**src/rtl/fan_tach_pkg.sv**
```systemverilog
package fan_tach_pkg;

    localparam int RES_W = 16;
    localparam logic [RES_W-1:0] CNT_MAX = {RES_W{1'b1}};

    typedef enum logic {
        WIN_IDLE = 1'b0,
        WIN_RUN  = 1'b1
    } win_state_e;

    typedef struct packed {
        win_state_e       st;
        logic [1:0]       edges;
        logic [RES_W-1:0] count;
        logic [RES_W-1:0] result;
    } win_regs_t;

    typedef struct packed {
        logic s1;
        logic s2;
        logic s3;
    } sync_regs_t;

    typedef struct packed {
        logic [7:0] shadow;
        logic [7:0] rd_data;
    } rd_regs_t;

    // pulses per revolution: code 00..11 -> 1..4
    function automatic logic [2:0] ppr_to_count(input logic [1:0] code);
        return {1'b0, code} + 3'd1;
    endfunction

endpackage

```
**src/rtl/tach_tick_gen.sv**
```systemverilog
module tach_tick_gen #(
    parameter int DIV = 556
) (
    input  logic clk,
    input  logic rst_n,
    output logic tick
);
    generate
        if (DIV <= 1) begin : g_every
            assign tick = 1'b1;
        end else begin : g_div
            localparam int CW = $clog2(DIV);
            localparam logic [CW-1:0] LAST = CW'(DIV - 1);
            logic [CW-1:0] cnt_d, cnt_q;

            always_comb begin
                cnt_d = (cnt_q == LAST) ? '0 : cnt_q + 1'b1;
            end

            always_ff @(posedge clk or negedge rst_n) begin
                if (!rst_n) cnt_q <= '0;
                else        cnt_q <= cnt_d;
            end

            assign tick = (cnt_q == LAST);

            // ticks are isolated strobes, never back to back
            p_tick_isolated_r9: assert property (@(posedge clk) disable iff (!rst_n)
                tick |=> !tick);
        end
    endgenerate
endmodule

```
**src/rtl/tach_sync_edge.sv**
```systemverilog
module tach_sync_edge
    import fan_tach_pkg::*;
(
    input  logic clk,
    input  logic rst_n,
    input  logic tach_in,
    output logic rise
);
    sync_regs_t r_d, r_q;

    always_comb begin
        r_d    = r_q;
        r_d.s1 = tach_in;
        r_d.s2 = r_q.s1;
        r_d.s3 = r_q.s2;
    end

    always_ff @(posedge clk or negedge rst_n) begin
        if (!rst_n) r_q <= '0;
        else        r_q <= r_d;
    end

    assign rise = r_q.s2 & ~r_q.s3;

    // a rising edge yields a single-cycle strobe
    p_rise_single_r4: assert property (@(posedge clk) disable iff (!rst_n)
        rise |=> !rise);
endmodule

```
**src/rtl/rev_window_ctr.sv**
```systemverilog
module rev_window_ctr
    import fan_tach_pkg::*;
(
    input  logic             clk,
    input  logic             rst_n,
    input  logic             tick,
    input  logic             rise,
    input  logic [1:0]       ppr_code,
    output logic [RES_W-1:0] period
);
    win_regs_t r_d, r_q;
    logic [2:0] target;
    logic       last_edge;
    logic       latch_now;

    always_comb begin
        target    = ppr_to_count(ppr_code);
        last_edge = ({1'b0, r_q.edges} + 3'd1) >= target;
        latch_now = 1'b0;
        r_d       = r_q;
        case (r_q.st)
            WIN_IDLE: begin
                if (rise) begin
                    r_d.st    = WIN_RUN;
                    r_d.edges = '0;
                    r_d.count = RES_W'(tick);
                end
            end
            default: begin
                if (r_q.count == CNT_MAX) begin
                    r_d.result = CNT_MAX;
                    r_d.st     = WIN_IDLE;
                    r_d.count  = '0;
                    r_d.edges  = '0;
                end else if (rise && last_edge) begin
                    latch_now  = 1'b1;
                    r_d.result = r_q.count;
                    r_d.edges  = '0;
                    r_d.count  = RES_W'(tick);
                end else begin
                    if (rise) r_d.edges = r_q.edges + 2'd1;
                    r_d.count = r_q.count + RES_W'(tick);
                end
            end
        endcase
    end

    always_ff @(posedge clk or negedge rst_n) begin
        if (!rst_n) begin
            r_q.st     <= WIN_IDLE;
            r_q.edges  <= '0;
            r_q.count  <= '0;
            r_q.result <= CNT_MAX;
        end else begin
            r_q <= r_d;
        end
    end

    assign period = r_q.result;

    // a count at its ceiling is reported as the period and the window closes
    p_sat_report_r3: assert property (@(posedge clk) disable iff (!rst_n)
        (r_q.st == WIN_RUN && r_q.count == CNT_MAX) |=> (period == CNT_MAX && r_q.st == WIN_IDLE));
    // the completing edge hands over its count and restarts from zero
    p_restart_r5: assert property (@(posedge clk) disable iff (!rst_n)
        latch_now |=> (period == $past(r_q.count) && r_q.count <= RES_W'(1)));
    // an idle window holds the period until an edge opens a new one
    p_idle_hold_r8: assert property (@(posedge clk) disable iff (!rst_n)
        (r_q.st == WIN_IDLE && !rise) |=> ($stable(period) && r_q.count == '0));
endmodule

```
**src/rtl/period_byte_port.sv**
```systemverilog
module period_byte_port
    import fan_tach_pkg::*;
(
    input  logic             clk,
    input  logic             rst_n,
    input  logic [RES_W-1:0] period,
    input  logic             rd_en,
    input  logic             rd_sel,
    output logic [7:0]       rd_data
);
    rd_regs_t r_d, r_q;

    always_comb begin
        r_d = r_q;
        if (rd_en) begin
            if (!rd_sel) begin
                r_d.rd_data = period[7:0];
                r_d.shadow  = period[15:8];
            end else begin
                r_d.rd_data = r_q.shadow;
            end
        end
    end

    always_ff @(posedge clk or negedge rst_n) begin
        if (!rst_n) begin
            r_q.shadow  <= 8'hFF;
            r_q.rd_data <= 8'h00;
        end else begin
            r_q <= r_d;
        end
    end

    assign rd_data = r_q.rd_data;

    // a low-byte read returns the period's low byte one cycle later
    p_lo_read_r6: assert property (@(posedge clk) disable iff (!rst_n)
        (rd_en && !rd_sel) |=> rd_data == $past(period[7:0]));
    // the shadow high byte only moves on a low-byte read
    p_shadow_hold_r7: assert property (@(posedge clk) disable iff (!rst_n)
        !(rd_en && !rd_sel) |=> $stable(r_q.shadow));
endmodule

```
**src/rtl/fan_rev_timer.sv**
```systemverilog
module fan_rev_timer
    import fan_tach_pkg::*;
#(
    parameter int CLK_HZ  = 50_000_000,
    parameter int TICK_HZ = 90_000
) (
    input  logic       clk,
    input  logic       rst_n,
    input  logic       tach_in,
    input  logic [1:0] ppr_code,
    input  logic       rd_en,
    input  logic       rd_sel,
    output logic [7:0] rd_data,
    output logic       fan_stalled
);
    localparam int DIV = (CLK_HZ + TICK_HZ / 2) / TICK_HZ;

    logic             tick;
    logic             rise;
    logic [RES_W-1:0] period;

    tach_tick_gen #(.DIV(DIV)) u_tick (
        .clk   (clk),
        .rst_n (rst_n),
        .tick  (tick)
    );

    tach_sync_edge u_sync (
        .clk     (clk),
        .rst_n   (rst_n),
        .tach_in (tach_in),
        .rise    (rise)
    );

    rev_window_ctr u_win (
        .clk      (clk),
        .rst_n    (rst_n),
        .tick     (tick),
        .rise     (rise),
        .ppr_code (ppr_code),
        .period   (period)
    );

    period_byte_port u_port (
        .clk     (clk),
        .rst_n   (rst_n),
        .period  (period),
        .rd_en   (rd_en),
        .rd_sel  (rd_sel),
        .rd_data (rd_data)
    );

    assign fan_stalled = (period == CNT_MAX);

    // the stall flag follows a saturated period
    p_stall_flag_r3: assert property (@(posedge clk) disable iff (!rst_n)
        (u_win.r_q.st == WIN_RUN && u_win.r_q.count == CNT_MAX) |=> fan_stalled);
endmodule

```
**config.mk**
```make
export PLATFORM = sky130hd
export DESIGN_NAME = fan_rev_timer
export DESIGN_NICKNAME = d
export VERILOG_FILES = /design/src/rtl/fan_tach_pkg.sv /design/src/rtl/tach_tick_gen.sv /design/src/rtl/tach_sync_edge.sv /design/src/rtl/rev_window_ctr.sv /design/src/rtl/period_byte_port.sv /design/src/rtl/fan_rev_timer.sv
export SDC_FILE = /design/constraint.sdc
export NUM_CORES = 1
export LEC_CHECK = 0
export BUFFER_PORTS_ARGS = -buffer_cell sky130_fd_sc_hd__buf_2
export CORE_MARGIN = 10
export CORE_UTILIZATION = 40
export DETAILED_ROUTE_END_ITERATION = 10
export SETUP_SLACK_MARGIN = 0.5
export SYNTH_ARGS = -nofsm -noshare
export SYNTH_HDL_FRONTEND = slang
export SYNTH_SLANG_ARGS = --single-unit
```
**constraint.sdc**
```tcl
create_clock -name clk -period 7.8 [get_ports clk]
set_input_delay 1.17 -clock clk [delete_from_list [all_inputs] [get_ports clk]]
set_output_delay 1.17 -clock clk [all_outputs]
set_load 0.02 [all_outputs]
```
==> metrics.yaml <==
pwr:
  power_density_mw_per_mm2: 261
  vdd_drop_max_v: 0.0000796
  p_leak_nw: 1.43
  p_total_mw: 0.886
clocking:
  clk_pin_slew_worst_paths_ps: 70
  clkSinkCount: 64
  cts_setup_buffers: 0
  clk_latency_ps: 330
  cts_root_buffer: "clkbuf_8"
  cts_resized: 0
  cts-htree-levels: 3
  cts_buffers: 9
  cts_hold_buffers: 0
  cts_tree: "built"
  clockBufferDepth: 2
sta:
  hold_viol: 0
  skew_ps: 12.1
  slew_headroom_pct: 46.6
  fin_crit_ps: 3060
  tightest_slew_ps: 801
  rsz0062_at_grt: "no"
  setup_tns_ps: 0
  setup_viol: 0
  hold_ws_ps: 354
  fin_crit_sh_pct: 39.2
  fmax_ghz: 0.327
  slew_violations: 0
  worst_slack_ps: 4740
worst_hold_path:
  hp-class: "register to register"
  hold_start: "u_sync.r_d[1]"
finish:
  final_util_pct: 44.1
  drive_above_1_share_pct: 28.3
  fill_cells: 765
  area_growth_pct: 7.80
  diodes: 0
  layout.cells.non_filler: 388
  nets: 296
  final_area_mm2: 0.00339
floorplanning:
  ioPinCount: 16
  core_mm2: 0.00769
  std_cell_rows: 32
  start_util_pct: 40.9
  die_y_um: 109
  die_area_mm2: 0.0118
  die_w_um: 109
detailed_routing:
  drt.antenna.violating_nets: 0
  viasPerCell: 5.41
  vias: 2100
  first_pass_iters: 4
  wl_um: 5970
  drt_iter0_markers: 162
  wl_per_cell_um: 15.4
  drc_errors: 0
placement:
  dp_cells: 372
  dp_worst_setup_slack_ps: 4390
  dp_hpwl_um: 4170
  gp_congestion: 0.780
  portBuffers: 15
  placed_cell_area_mm2: 0.00323
logic_synthesis:
  yosys.area.top_type_share_pct: 31.8
  synthArstFlopShare_pct: 100
  ys_types: 50
  synth-seq-cells: 64
  synth.area.top_cells: "dfrtp_1, dfstp_2, mux2_2"
  syn_inst: 273
  synth_warnings: 0
  yosysMostFrequentCell: "dfrtp_1"
  yosys.area.top_type: "dfrtp_1"
  synth_edf_count: 0
  synthTopCellsByCount: "dfrtp_1, dfstp_2, nor2_1"
  avgSynthCellArea_um2: 11.5
  synthFlopType: "dfrtp_1"
  syn_nets: 288
  synth_area_mm2: 0.00314
  yosysSeqAreaShare_pct: 51.9
critical_path:
  max_stage_delay_ps: 560
  critPathSlowestCell: "o21a_1"
  cp_cell_sequence: "buf_2 > ha_1 > inv_1 > ha_1 > o21ai_0 > a21oi_2 > buf_4 > o21a_1 > mux2_2"
  startpoint: "ppr_code[0]"
  cp.required_ps: 8060
  r2r-start: "u_tick.g_div.cnt_q[2]"
  path_delay_family: "compound AO/OA/AOI/OAI gates"
  end_kind: "register"
  critPathLaunchType: "input pin"
  worstPathMaxFanout: 28
  crit_type: "input pin to register"
  crit_top_cell: "ha_1"
  crit_buf_inv: 3
  arrival_ps: 3320
global_route:
  gr-total-overflow: 0
  grt_pass1_wl_um: 10200
  gr-usage-all-layers_pct: 10.8
  grt_pass1_vias: 2064
  antenna_found_initial: 0
  grt_max_degree: 65
job:
  drv_cap: 0
status:
  status: "finished, final reports clean"
## state kept, by name (all words and copies together) (netlist names)
signal / flops
u_sync.r_d: 2
u_sync.r_q: 1
u_win.period: 16
u_port.r_q: 8
u_win.r_q: 19
u_tick.g_div.cnt_q: 10
u_port.rd_data: 8
## area by class of cell
type / count / area, um^2 / area share [%]
Sequential cell: 64 / 1630 / 48.1
Clock inverter: 6 / 36.3 / 1.07
Tap cell: 102 / 128 / 3.77
Clock buffer: 10 / 128 / 3.77
Multi-Input combinational cell: 182 / 1340 / 39.6
Inverter: 5 / 18.8 / 0.554
Timing Repair Buffer: 19 / 105 / 3.10
## worst register-to-register path, delay by kind of cell, from the launching register on
family / cells / cell delay (ps)
buffers and inverters: 1 / 210
AO/OA/AOI/OAI: 2 / 310
AND/OR/NAND/NOR: 6 / 1750
flip-flops: 1 / 430
adder cells (fa/ha/maj): 1 / 220
## layer usage
layer / wire, um / track usage (%) / vias to the layer above
li1: - / - / 1024
met1: 2790 / 13.8 / 1031
met2: 2810 / 16.8 / 36
met3: 265 / 2.83 / 9
met4: 104 / 5.08 / 0
met5: 0 / 0 / -
## path summary, 6_finish.rpt
path,slack (ps),depth (start not counted),to
setup reg to reg,4780,10,u_win.r_q[30]
max in group asynchronous,6260,2,u_tick.g_div.cnt_q[0]
setup / recovery,4740,9,u_win.period[6]
min in group asynchronous,1010,2,u_win.r_q[25]
hold / removal,350,0,u_sync.r_d[0]
hold reg to reg,350,0,u_sync.r_d[0]
## layout by cell type (no fill, tap or decap), drive strengths merged, types with 8 or more instances in the layout
master  count
a21oi      10
buf        19
clkbuf     10
dfrtp      40
dfstp      24
ha          8
mux2       15
mux2i      11
nand2      12
nand3      11
nor2       21
nor3        8
nor4        8
o22a       14
## report_power, final
group          switching (mW)  internal [mW]  leakage [nW]
sequential             0.0449          0.419         0.762
combinational          0.0974         0.0854         0.585
clock                   0.126          0.113        0.0858
## logic make-up (layout without fill, tap and decap cells)
family	after synthesis	in the layout	synth area share, %
AO/OA/AOI/OAI	50	50	12.8
XOR/XNOR	8	8	2.23
adder cells (fa/ha/maj)	8	8	3.18
buffers and inverters	27	40	5.41
flip-flops	64	64	51.9
multiplexers	26	26	8.87
AND/OR/NAND/NOR	90	90	15.6
(Power assumes the default switching activity.)
